===== src/rtl/bbw_pkg.sv =====
package bbw_pkg;
   localparam int unsigned REG_AW = 3;

   localparam logic [REG_AW-1:0] REG_STG1  = 3'd0;
   localparam logic [REG_AW-1:0] REG_STG2  = 3'd1;
   localparam logic [REG_AW-1:0] REG_KIND  = 3'd2;
   localparam logic [REG_AW-1:0] REG_CTRL  = 3'd3;
   localparam logic [REG_AW-1:0] REG_PET   = 3'd4;
   localparam logic [REG_AW-1:0] REG_STAT  = 3'd5;
   localparam logic [REG_AW-1:0] REG_CAUSE = 3'd6;

   localparam logic [2:0] KIND_WARM     = 3'd1;
   localparam logic [2:0] KIND_SHUTDOWN = 3'd4;
   localparam logic [2:0] KIND_HARD     = 3'd7;

   localparam int unsigned CTRL_RUN_BIT = 7;
   localparam int unsigned PET_BIT      = 0;

   typedef enum logic [1:0] {
      PH_IDLE,
      PH_BARK_WAIT,
      PH_BITE_WAIT,
      PH_FIRED
   } phase_e;
endpackage


===== src/rtl/bbw_tick.sv =====
module bbw_tick #(
   parameter int unsigned CLK_HZ = 32768
) (
   input  logic clk,
   input  logic rst_n,
   input  logic clr,
   input  logic run,
   output logic tick
);
   localparam int unsigned CW   = $clog2(CLK_HZ);
   localparam bit          POW2 = ((1 << CW) == CLK_HZ);

   logic [CW-1:0] cnt_q;

   generate
      if (POW2) begin : g_wrap
         assign tick = run && (&cnt_q);
         always_ff @(posedge clk or negedge rst_n) begin
            if (!rst_n)   cnt_q <= '0;
            else if (clr) cnt_q <= '0;
            else if (run) cnt_q <= cnt_q + 1'b1;
         end
      end else begin : g_term
         localparam logic [CW-1:0] LAST = CW'(CLK_HZ - 1);
         assign tick = run && (cnt_q == LAST);
         always_ff @(posedge clk or negedge rst_n) begin
            if (!rst_n)   cnt_q <= '0;
            else if (clr) cnt_q <= '0;
            else if (run) cnt_q <= tick ? '0 : cnt_q + 1'b1;
         end
      end
   endgenerate

   AST_TICK_SPACING: assert property (@(posedge clk) disable iff (!rst_n)
      tick |=> !tick);
endmodule


===== src/rtl/bbw_stages.sv =====
module bbw_stages
   import bbw_pkg::*;
#(
   parameter int unsigned TW = 7
) (
   input  logic          clk,
   input  logic          rst_n,
   input  logic          start,
   input  logic          pet,
   input  logic          stop,
   input  logic          tick,
   input  logic [TW-1:0] s1_cfg,
   input  logic [TW-1:0] s2_cfg,
   input  logic [2:0]    kind_cfg,
   output logic          run,
   output logic          bark,
   output logic          fire,
   output logic [2:0]    kind
);
   localparam logic [TW-1:0] ONE = TW'(1);

   phase_e        phase_q;
   logic [TW-1:0] cnt_q;
   logic [TW-1:0] s2_hold_q;
   logic          bark_q;
   logic [2:0]    kind_q;

   always_ff @(posedge clk or negedge rst_n) begin
      if (!rst_n) begin
         phase_q   <= PH_IDLE;
         cnt_q     <= '0;
         s2_hold_q <= '0;
         bark_q    <= 1'b0;
         kind_q    <= '0;
      end else if (phase_q != PH_FIRED) begin
         if (stop) begin
            phase_q <= PH_IDLE;
            bark_q  <= 1'b0;
         end else if (start || pet) begin
            phase_q   <= PH_BARK_WAIT;
            cnt_q     <= s1_cfg;
            s2_hold_q <= s2_cfg;
            bark_q    <= 1'b0;
         end else if (tick) begin
            if (phase_q == PH_BARK_WAIT) begin
               if (cnt_q <= ONE) begin
                  bark_q <= 1'b1;
                  if (s2_hold_q == '0) begin
                     phase_q <= PH_FIRED;
                     kind_q  <= kind_cfg;
                  end else begin
                     phase_q <= PH_BITE_WAIT;
                     cnt_q   <= s2_hold_q;
                  end
               end else begin
                  cnt_q <= cnt_q - ONE;
               end
            end else if (phase_q == PH_BITE_WAIT) begin
               if (cnt_q <= ONE) begin
                  phase_q <= PH_FIRED;
                  kind_q  <= kind_cfg;
               end else begin
                  cnt_q <= cnt_q - ONE;
               end
            end
         end
      end
   end

   assign run  = (phase_q == PH_BARK_WAIT) || (phase_q == PH_BITE_WAIT);
   assign bark = bark_q;
   assign fire = (phase_q == PH_FIRED);
   assign kind = kind_q;

   AST_BITE_AFTER_BARK: assert property (@(posedge clk) disable iff (!rst_n)
      $rose(fire) |-> bark);
   AST_PET_CLEARS: assert property (@(posedge clk) disable iff (!rst_n)
      (pet && !fire) |=> !bark);
   AST_STOP_HALTS: assert property (@(posedge clk) disable iff (!rst_n)
      (stop && !fire) |=> (!bark && !run));
   AST_FIRE_HELD: assert property (@(posedge clk) disable iff (!rst_n)
      fire |=> fire);
   AST_KIND_QUIET: assert property (@(posedge clk) disable iff (!rst_n)
      !fire |-> (kind == 3'd0));
endmodule


===== src/rtl/bbw_regs.sv =====
module bbw_regs
   import bbw_pkg::*;
#(
   parameter int unsigned TW          = 7,
   parameter int unsigned ADDR_W      = 3,
   parameter int unsigned DEF_TIMEOUT = 32,
   parameter int unsigned DEF_PRE     = 0
) (
   input  logic              clk,
   input  logic              rst_n,
   input  logic              por_n,
   input  logic              wr,
   input  logic [ADDR_W-1:0] addr,
   input  logic [7:0]        wdata,
   output logic [7:0]        rdata,
   input  logic              bark,
   input  logic              fire,
   output logic [TW-1:0]     s1_cfg,
   output logic [TW-1:0]     s2_cfg,
   output logic [2:0]        kind_cfg,
   output logic              start_p,
   output logic              pet_p,
   output logic              stop_p
);
   localparam logic [TW-1:0] S1_RST = TW'(DEF_TIMEOUT - DEF_PRE);
   localparam logic [TW-1:0] S2_RST = TW'(DEF_PRE);

   logic en_q;
   logic cause_q;
   logic hit_s1, hit_s2, hit_kind, hit_ctrl, hit_pet;

   assign hit_s1   = wr && (addr == ADDR_W'(REG_STG1));
   assign hit_s2   = wr && (addr == ADDR_W'(REG_STG2));
   assign hit_kind = wr && (addr == ADDR_W'(REG_KIND));
   assign hit_ctrl = wr && (addr == ADDR_W'(REG_CTRL));
   assign hit_pet  = wr && (addr == ADDR_W'(REG_PET));

   assign start_p = hit_ctrl &&  wdata[CTRL_RUN_BIT] && !en_q;
   assign stop_p  = hit_ctrl && !wdata[CTRL_RUN_BIT];
   assign pet_p   = hit_pet  &&  wdata[PET_BIT] && en_q;

   always_ff @(posedge clk or negedge rst_n) begin
      if (!rst_n) begin
         s1_cfg   <= S1_RST;
         s2_cfg   <= S2_RST;
         kind_cfg <= KIND_HARD;
         en_q     <= 1'b0;
      end else begin
         if (hit_s1)   s1_cfg   <= wdata[TW-1:0];
         if (hit_s2)   s2_cfg   <= wdata[TW-1:0];
         if (hit_kind) kind_cfg <= wdata[2:0];
         if (hit_ctrl) en_q     <= wdata[CTRL_RUN_BIT];
      end
   end

   always_ff @(posedge clk or negedge por_n) begin
      if (!por_n)    cause_q <= 1'b0;
      else if (fire) cause_q <= 1'b1;
   end

   always_comb begin
      rdata = 8'h00;
      unique case (addr)
         ADDR_W'(REG_STG1):  rdata = 8'(s1_cfg);
         ADDR_W'(REG_STG2):  rdata = 8'(s2_cfg);
         ADDR_W'(REG_KIND):  rdata = {5'b0, kind_cfg};
         ADDR_W'(REG_CTRL):  rdata = {en_q, 7'b0};
         ADDR_W'(REG_STAT):  rdata = {7'b0, bark};
         ADDR_W'(REG_CAUSE): rdata = {7'b0, cause_q};
         default:            rdata = 8'h00;
      endcase
   end

   AST_CAUSE_SET: assert property (@(posedge clk) disable iff (!por_n)
      fire |=> cause_q);
   AST_CAUSE_STICKY: assert property (@(posedge clk) disable iff (!por_n)
      cause_q |=> cause_q);
endmodule


===== src/rtl/bark_bite_wdt.sv =====
module bark_bite_wdt
   import bbw_pkg::*;
#(
   parameter int unsigned CLK_HZ      = 32768,
   parameter int unsigned TW          = 7,
   parameter int unsigned ADDR_W      = 3,
   parameter int unsigned DEF_TIMEOUT = 32,
   parameter int unsigned DEF_PRE     = 0
) (
   input  logic              clk,
   input  logic              rst_n,
   input  logic              por_n,
   input  logic              bus_wr,
   input  logic [ADDR_W-1:0] bus_addr,
   input  logic [7:0]        bus_wdata,
   output logic [7:0]        bus_rdata,
   output logic              bark_irq,
   output logic              wd_reset_req,
   output logic [2:0]        wd_reset_type
);
   initial begin
      assert (CLK_HZ >= 2) else $error("CLK_HZ must be at least 2");
      assert (TW >= 1 && TW <= 8) else $error("TW must be 1..8");
      assert (ADDR_W >= REG_AW) else $error("ADDR_W too narrow");
      assert (DEF_TIMEOUT >= 1 && DEF_TIMEOUT < (1 << TW))
         else $error("DEF_TIMEOUT out of range");
      assert (DEF_PRE <= DEF_TIMEOUT) else $error("DEF_PRE exceeds DEF_TIMEOUT");
   end

   logic [TW-1:0] s1_cfg, s2_cfg;
   logic [2:0]    kind_cfg;
   logic          start_p, pet_p, stop_p;
   logic          run, tick, bark, fire;

   bbw_regs #(
      .TW(TW), .ADDR_W(ADDR_W), .DEF_TIMEOUT(DEF_TIMEOUT), .DEF_PRE(DEF_PRE)
   ) regs_i (
      .clk(clk), .rst_n(rst_n), .por_n(por_n),
      .wr(bus_wr), .addr(bus_addr), .wdata(bus_wdata), .rdata(bus_rdata),
      .bark(bark), .fire(fire),
      .s1_cfg(s1_cfg), .s2_cfg(s2_cfg), .kind_cfg(kind_cfg),
      .start_p(start_p), .pet_p(pet_p), .stop_p(stop_p)
   );

   bbw_tick #(.CLK_HZ(CLK_HZ)) tick_i (
      .clk(clk), .rst_n(rst_n), .clr(start_p || pet_p), .run(run), .tick(tick)
   );

   bbw_stages #(.TW(TW)) stages_i (
      .clk(clk), .rst_n(rst_n),
      .start(start_p), .pet(pet_p), .stop(stop_p), .tick(tick),
      .s1_cfg(s1_cfg), .s2_cfg(s2_cfg), .kind_cfg(kind_cfg),
      .run(run), .bark(bark), .fire(fire), .kind(wd_reset_type)
   );

   assign bark_irq     = bark;
   assign wd_reset_req = fire;

   AST_NO_TICK_STOPPED: assert property (@(posedge clk) disable iff (!rst_n)
      !run |-> !tick);
endmodule


===== config.mk =====
export PLATFORM = sky130hd
export DESIGN_NAME = bark_bite_wdt
export DESIGN_NICKNAME = d
export VERILOG_FILES = /design/src/rtl/bbw_pkg.sv /design/src/rtl/bbw_tick.sv /design/src/rtl/bbw_stages.sv /design/src/rtl/bbw_regs.sv /design/src/rtl/bark_bite_wdt.sv
export SDC_FILE = /design/constraint.sdc
export NUM_CORES = 1
export LEC_CHECK = 0
export BUFFER_PORTS_ARGS = -buffer_cell sky130_fd_sc_hd__buf_2
export CORE_MARGIN = 2
export CORE_UTILIZATION = 30
export CTS_BUF_LIST = sky130_fd_sc_hd__clkbuf_4 sky130_fd_sc_hd__clkbuf_8
export DETAILED_ROUTE_END_ITERATION = 6
export PLACE_DENSITY = 0.44
export SYNTH_ARGS = -nofsm -noshare
export SYNTH_HDL_FRONTEND = slang
export SYNTH_SLANG_ARGS = --single-unit
export TNS_END_PERCENT = 100

===== constraint.sdc =====
create_clock -name clk -period 2.63 [get_ports clk]
set_input_delay 0.1315 -clock clk [delete_from_list [all_inputs] [get_ports clk]]
set_output_delay 0.1315 -clock clk [all_outputs]
set_load 0.005 [all_outputs]

==> flow_metrics.env, run 1 <==
export IMPL_whs_ps=61.0
export IMPL_r2r_worst_path_cells=7
export IMPL_io_pin_count=28
export IMPL_clk_insertion_delay_late_ps=310
export IMPL_worst_endpoint_required_ps=2830
export IMPL_post_route_drc_count=0
export IMPL_gpl_final_weighted_congestion=0.693
export IMPL_synth_most_common_cell="dfrtp_1"
export IMPL_cts_htree_levels=2
export IMPL_fmax_mhz=434
export IMPL_synth_area_leaders="dfrtp_1 (42%), mux2_2 (7.5%), mux2_4 (5.5%), mux2i_1 (4.7%), xor2_1 (3.8%)"
export IMPL_wirelength_mm=6.71
export IMPL_worstPathMaxFanout=7
export IMPL_post_synth_most_frequent_cells="dfrtp_1 (50), nor2_1 (27), mux2_2 (20)"
export IMPL_power_per_cell_area_mw_per_mm2=742
export IMPL_first_global_vias=2083
export IMPL_final_global_route_overflow_total=0
export IMPL_final_antenna_net_count=0
export IMPL_grt_antenna_before_repair=0
export IMPL_drt_iter0_markers=70
export IMPL_drive_gt1_frac=0.303
export IMPL_fp_coreArea_mm2=0.00973
export IMPL_yosys_top_cell_area_share=0.419
export IMPL_synth_distinct_cells=55
export IMPL_timing_final_crit_share=0.876
export IMPL_tightestPinTransition_ps=735
export IMPL_cts_buffers=5
export IMPL_finalWorstPathRequiredPeriod_ps=2300
export IMPL_cp_data_arrival_time_ps=2510
export IMPL_synthCells=262
export IMPL_relative_max_transition_margin=0.510
export IMPL_syn_nets=283
export IMPL_ys_flop_type="dfrtp_1"
export IMPL_asyncSetResetFlopFracSynth=1.00
export IMPL_share_of_the_yosys_chip_area_belonging_to_registers=0.454
export IMPL_postSynthRegisterBits=54
export IMPL_multiInputGateArea_mm2=0.00156
export IMPL_ctsLongestPathBuffers=2
export IMPL_gr_usage_all_layers=0.130
export IMPL_setup_viol=0
export IMPL_min_delay_path_depth=2
export IMPL_syn_cell_area_mm2=0.00299
export IMPL_numPortBuffers=27
export IMPL_start_kind="flop"
export IMPL_flow_area_growth_from_synthesis_pct=14.0
export IMPL_setup_repair_after_global_routing_missed_its_margin="no"
export IMPL_cellLeakagePower_nw=1.55
export IMPL_fin_nets=317
export IMPL_chip_width_um=104
export IMPL_timing_clock_skew_ps=2.92
export IMPL_post_cts_resized_instances=0
export IMPL_cpPeakStageDelay_ps=410
export IMPL_dp_hpwl_mm=4.99
export IMPL_postCtsSetupRepairBufs=0
export IMPL_count_of_warnings_emitted_by_yosys=0
export IMPL_crit_reg2reg_launch="stages_i.phase_q[0]$_DFFE_PN0P_"
export IMPL_cts_sink_count=54
export IMPL_min_delay_start="bus_wdata[4]"
export IMPL_netlist_top_cell_by_area="dfrtp_1"
export IMPL_seqCellArea_mm2=0.00136
export IMPL_synth_edff_count=0
export IMPL_drt_first_pass_iters=4
export IMPL_cts_tree="built"
export IMPL_max_cap_violations=0
export IMPL_critical_path_endpoint_type="flop"
export IMPL_drt_vias_per_instance=4.78
export IMPL_min_path_type="in -> reg"
export IMPL_fillers=1027
export IMPL_critical_path_s_slowest_cell="dfrtp_1"
export IMPL_critical_path_class="reg -> reg"
export IMPL_hold_viol_final=0
export IMPL_vias=2056
export IMPL_rows=36
export IMPL_timing_critical_path_cells="inv_1 -> ha_1 -> nor2b_1 -> and4_1 -> o2111ai_4 -> a21oi_4 -> mux2_4"
export IMPL_floorplan_die_area_mm2=0.0108
export IMPL_per_instance_average_area_after_synthesis_um2=11.4
export IMPL_setup_worst_path_start="stages_i.phase_q[0]$_DFFE_PN0P_"
export IMPL_fp_dieH_um=104
export IMPL_initial_utilization=0.307
export IMPL_first_pass_grt_wire_length_mm=11.4
export IMPL_wire_per_inst_um=15.6
export IMPL_ir_drop_v=0.000236
export IMPL_timing_max_transition_violations_final=0
export IMPL_grt_start_max_net_pins=32
export IMPL_antenna_cells_inserted=0
export IMPL_ctsRootBufferMaster="clkbuf_8"
export IMPL_clkSlewWorstSetupHoldPaths_ps=100
export IMPL_tns_ps=0
export IMPL_result_of_the_run="complete, no violations"
-- cell families after synthesis --
| kind of cell | after synthesis | synth area share |
|---|---|---|
| AO/OA/AOI/OAI | 39 | 0.0926 |
| XOR/XNOR | 15 | 0.0440 |
| adder cells (fa/ha/maj) | 6 | 0.0251 |
| buffers and inverters | 14 | 0.0235 |
| flip-flops | 54 | 0.454 |
| multiplexers | 46 | 0.181 |
| AND/OR/NAND/NOR | 88 | 0.179 |
-- worst paths after layout --
path,end,slack (ps)
max,stages_i.cnt_q[5]$_DFFE_PN0P_,330
min,regs_i.s1_cfg[4]$_DFFE_PN0P_,60
max reg2reg,stages_i.cnt_q[5]$_DFFE_PN0P_,330
min reg2reg,regs_i.cause_q$_DFFE_PN0P_,510
max in group asynchronous,regs_i.kind_cfg[2]$_DFFE_PN1P_,1510
min in group asynchronous,regs_i.cause_q$_DFFE_PN0P_,110
-- worst max-delay path: cells and delay by family (launching register included) --
| kind | cells | cell delay (ps) |
|---|---|---|
| adder cells (fa/ha/maj) | 1 | 350 |
| AND/OR/NAND/NOR | 2 | 500 |
| multiplexers | 1 | 330 |
| buffers and inverters | 1 | 90 |
| AO/OA/AOI/OAI | 2 | 510 |
| flip-flops | 1 | 410 |
-- per-stage QoR --
stage / power (mW) / cell area, µm² / utilization / worst slack [ps] / cells
6_report: 2.53 / 3400 / 0.350 / 327 / 430
5_1_grt: 2.71 / 3400 / 0.350 / 137 / 430
4_1_cts: 2.56 / 3400 / 0.350 / 288 / 430
3_5_place_dp: 2.04 / 3280 / 0.338 / 321 / 420
3_3_place_gp: 2.03 / 3280 / 0.338 / 360 / 420
2_1_floorplan: 1.80 / 2990 / - / 383 / 262
-- power breakdown --
part	internal [mW]	switching, mW	total (mW)
Combinational	0.393	0.319	0.712
Sequential	1.06	0.241	1.30
Clock	0.218	0.295	0.513
Total	1.67	0.855	2.53
-- registers in the layout, summed over array words and instances (netlist names) --
signal and cells:
regs_i.cause_q 1, stages_i.phase_q 2, stages_i.kind 3, stages_i.bark 1
regs_i.s2_cfg 7, stages_i.cnt_q 7, tick_i.cnt_q 15, regs_i.s1_cfg 7
regs_i.en_q 1, regs_i.kind_cfg 3, stages_i.s2_hold_q 7
-- timing repair --
item,4_1_cts,5_1_grt
hold endpoints to repair,29,0
setup endpoints to repair,0,0
hold buffers,2,0
-- layout make-up --
| cell class | count | area share |
|---|---|---|
| Sequential cell | 54 | 0.399 |
| Tap cell | 133 | 0.0489 |
| Timing Repair Buffer | 35 | 0.0588 |
| Inverter | 6 | 0.00662 |
| Clock buffer | 6 | 0.0243 |
| Multi-Input combinational cell | 194 | 0.458 |
| Clock inverter | 2 | 0.00478 |
-- metal layers --
metal / GRT usage / routed length (µm) / vias to the layer above / share of wire
met5: 0 / 0 / - / 0
met4: 0.0290 / 61 / 0 / 0.0091
met3: 0.0208 / 151 / 5 / 0.023
met2: 0.201 / 3000 / 28 / 0.45
met1: 0.191 / 3490 / 1008 / 0.52
li1: - / - / 1015 / -
-- cell usage in the layout (no fill, tap or decap), drive strengths merged, types with 2 or more instances in the layout --
master and instances:
o22a 2, nand2 10, o2bb2ai 2, ha 6, o2111ai 2, inv 7
dfrtp 50, or3 2, or2 2, mux2i 14, nor2b 2, nor3 8
nor2 28, xor2 13, and4 5, dfstp 4, a21oi 10, buf 33
o31ai 4, xnor2 2, nor3b 4, nand2b 3, mux2 32, o21ai 11
nand4 5, nand3 6, dlygate4sd3 2, clkbuf 6, nor4 2, and3 5
Note: power is estimated with default switching activity, not from simulation.
==> run 2: changes to the inputs <==
- SYNTH_HIERARCHICAL: unset -> 1
==> flow_metrics.env, run 2 <==
export IMPL_power_switching_share=0.346
export IMPL_mostFrequentLayoutCells="dfrtp_1 (50), mux2_2 (39), buf_2 (27)"
export IMPL_setup_repair_after_global_routing_missed_its_margin="no"
export IMPL_fmax_mhz=431
export IMPL_grt_antenna_before_repair=0
export IMPL_critical_path_class="reg -> reg"
export IMPL_syn_cell_area_mm2=0.00302
export IMPL_critical_path_endpoint_type="flop"
export IMPL_finalPower_mw=2.83
export IMPL_result_of_the_run="complete, no violations"
export IMPL_final_cells=445
export IMPL_internal_power_mw=1.85
export IMPL_postCtsSetupRepairBufs=0
export IMPL_final_antenna_net_count=0
export IMPL_setup_viol=0
export IMPL_max_reg_flops=15
export IMPL_count_of_warnings_emitted_by_yosys=6
export IMPL_fillers=1015
export IMPL_vias=2173
export IMPL_grt_start_max_net_pins=21
export IMPL_drt_vias_per_instance=4.88
export IMPL_max_flop_register="tick_i/cnt_q"
export IMPL_wire_per_inst_um=15.5
export IMPL_initial_utilization=0.309
export IMPL_worstHoldEndpoint="regs_i/s2_cfg[5]$_DFFE_PN0P_"
export IMPL_ctsLongestPathBuffers=2
export IMPL_ys_flop_type="dfrtp_1"
export IMPL_ctsRootBufferMaster="clkbuf_8"
export IMPL_timing_final_crit_share=0.882
export IMPL_clkSlewWorstSetupHoldPaths_ps=100
export IMPL_fp_coreArea_mm2=0.00977
export IMPL_clk_insertion_delay_late_ps=310
export IMPL_finalWorstPathRequiredPeriod_ps=2320
export IMPL_asyncSetResetFlopFracSynth=1.00
export IMPL_tightestPinTransition_ps=439
export IMPL_cp_data_arrival_time_ps=2510
export IMPL_cts_buffers=5
export IMPL_chip_width_um=104
export IMPL_ir_drop_v=0.000306
export IMPL_dp_hpwl_mm=5.22
export IMPL_drive_gt1_frac=0.327
export IMPL_place_detailed_instances=435
export IMPL_timing_clock_skew_ps=10.5
export IMPL_wirelength_mm=6.88
export IMPL_synthCells=277
export IMPL_min_path_type="in -> reg"
export IMPL_min_delay_start="bus_wdata[5]"
export IMPL_yosys_top_cell_area_share=0.414
export IMPL_synth_simple_gate_area_share=0.199
export IMPL_gpl_final_weighted_congestion=0.749
export IMPL_min_delay_path_depth=2
export IMPL_drt_first_pass_iters=4
export IMPL_worst_endpoint_required_ps=2820
export IMPL_fp_dieH_um=104
export IMPL_max_cap_violations=0
export IMPL_synth_xor_area_frac=0.0203
export IMPL_muxShareOfSynthArea=0.184
export IMPL_synth_compound_area_frac=0.0937
export IMPL_io_pin_count=28
export IMPL_p_switching_mw=0.979
export IMPL_capture_point_of_the_worst_reg_to_reg_path="stages_i/kind[0]$_DFFE_PN0P_"
export IMPL_flow_area_growth_from_synthesis_pct=15.5
export IMPL_worstPathMaxFanout=4
export IMPL_final_global_route_overflow_total=0
export IMPL_cts_sink_count=54
export IMPL_synth_adder_area_share=0.0249
export IMPL_rows=36
export IMPL_cts_htree_levels=2
export IMPL_fin_nets=332
export IMPL_synth_distinct_cells=49
export IMPL_numPortBuffers=27
export IMPL_per_instance_average_area_after_synthesis_um2=10.9
export IMPL_r2r_slack_ps=310
export IMPL_post_route_util=0.357
export IMPL_tns_ps=0
export IMPL_crit_reg2reg_launch="stages_i/phase_q[0]$_DFFE_PN0P_"
export IMPL_power_per_cell_area_mw_per_mm2=812
export IMPL_antenna_cells_inserted=0
export IMPL_r2r_worst_path_cells=9
export IMPL_post_synth_most_frequent_cells="dfrtp_1 (50), mux2_2 (39), nand2_1 (25)"
export IMPL_netlist_top_cell_by_area="dfrtp_1"
export IMPL_synth_top_family_by_area="simple AND/OR/NAND/NOR gates"
export IMPL_relative_max_transition_margin=0.700
export IMPL_post_route_drc_count=0
export IMPL_hold_viol_final=0
export IMPL_synth_most_common_cell="dfrtp_1"
export IMPL_first_pass_grt_wire_length_mm=11.7
export IMPL_postSynthRegisterBits=54
export IMPL_floorplan_die_area_mm2=0.0109
export IMPL_syn_nets=298
export IMPL_drt_iter0_markers=50
export IMPL_first_global_vias=2183
export IMPL_share_of_the_yosys_chip_area_belonging_to_registers=0.449
export IMPL_final_common_cell="dfrtp_1"
export IMPL_synth_edff_count=0
export IMPL_cts_tree="built"
export IMPL_start_kind="flop"
export IMPL_cellLeakagePower_nw=1.54
export IMPL_logic_pwr_share=0.304
export IMPL_timing_max_transition_violations_final=0
export IMPL_clkPwrFrac=0.235
export IMPL_synth_area_leaders="dfrtp_1 (41%), mux2_2 (15%), dfstp_2 (3.5%), nand2_1 (3.1%), mux2i_1 (2.7%)"
export IMPL_gr_usage_all_layers=0.131
export IMPL_seqPwrFrac=0.461
[run 2: kinds of logic (layout without fill, tap and decap cells)]
logic type               count (synthesis)  count (layout)
AO/OA/AOI/OAI                           40              40
XOR/XNOR                                 7               7
adder cells (fa/ha/maj)                  6               6
buffers and inverters                   18              53
flip-flops                              54              54
multiplexers                            50              50
AND/OR/NAND/NOR                        102             102
[run 2: worst max-delay path by stage]
| stage | start | end | cells after the start |
|---|---|---|---|
| 5_1_grt | stages_i/phase_q[0]$_DFFE_PN0P_ | stages_i/kind[0]$_DFFE_PN0P_ | 9 |
| 6_report | stages_i/phase_q[0]$_DFFE_PN0P_ | stages_i/kind[0]$_DFFE_PN0P_ | 9 |
| 2_1_floorplan | stages_i/phase_q[0]$_DFFE_PN0P_ | stages_i/kind[0]$_DFFE_PN0P_ | 10 |
| 3_5_place_dp | stages_i/phase_q[0]$_DFFE_PN0P_ | stages_i/kind[0]$_DFFE_PN0P_ | 9 |
| 4_1_cts | stages_i/phase_q[0]$_DFFE_PN0P_ | stages_i/kind[0]$_DFFE_PN0P_ | 9 |
| 3_3_place_gp | stages_i/phase_q[0]$_DFFE_PN0P_ | stages_i/kind[0]$_DFFE_PN0P_ | 9 |
[run 2: through the flow]
step           cell area [µm²]  hold WS, ps  worst slack, ps
6_report                  3490         63.3              310
5_1_grt                   3490         54.1             89.6
4_1_cts                   3480         47.6             94.4
3_5_place_dp              3320        -78.7              124
3_3_place_gp              3320        -78.6              212
2_1_floorplan             3020         -164              305
[run 2: final cells by class]
| class | count | area [µm²] | area share |
|---|---|---|---|
| Sequential cell | 54 | 1360 | 0.389 |
| Clock buffer | 5 | 68.8 | 0.0197 |
| Timing Repair Buffer | 36 | 208 | 0.0596 |
| Inverter | 9 | 33.8 | 0.00969 |
| Tap cell | 133 | 166 | 0.0477 |
| Clock inverter | 3 | 68.8 | 0.0197 |
| Multi-Input combinational cell | 205 | 1580 | 0.454 |
[run 2: critical path, cell delays in order, from the launching register on]
cell and delay [ps]:
dfrtp_1 430, inv_1 60, ha_1 340, inv_1 90, nand3_1 90, nor4_2 360, nand2_1 170, nor3_4 220
nand3_2 140, mux2_2 300
[run 2: timing repair]
action,in CTS,in global routing
hold buffers,2,0
gates resized for setup,0,1
endpoints found under the hold margin,16,0
endpoints found under the setup margin,0,9
[run 2: per-layer routing]
layer  vias up  track usage  wire length, µm
met5         -            0                0
met4         0       0.0347               72
met3         6       0.0194              215
met2        32        0.193             2850
met1      1051        0.200             3740
li1       1084            -                -
[run 2: power groups by stage]
stage,Combinational (mW),Sequential (mW),Clock [mW]
2_1_floorplan,0.696,1.23,0
3_3_place_gp,0.862,1.32,0
3_5_place_dp,0.868,1.32,0
4_1_cts,0.875,1.30,0.692
5_1_grt,0.977,1.34,0.727
6_report,0.860,1.30,0.666
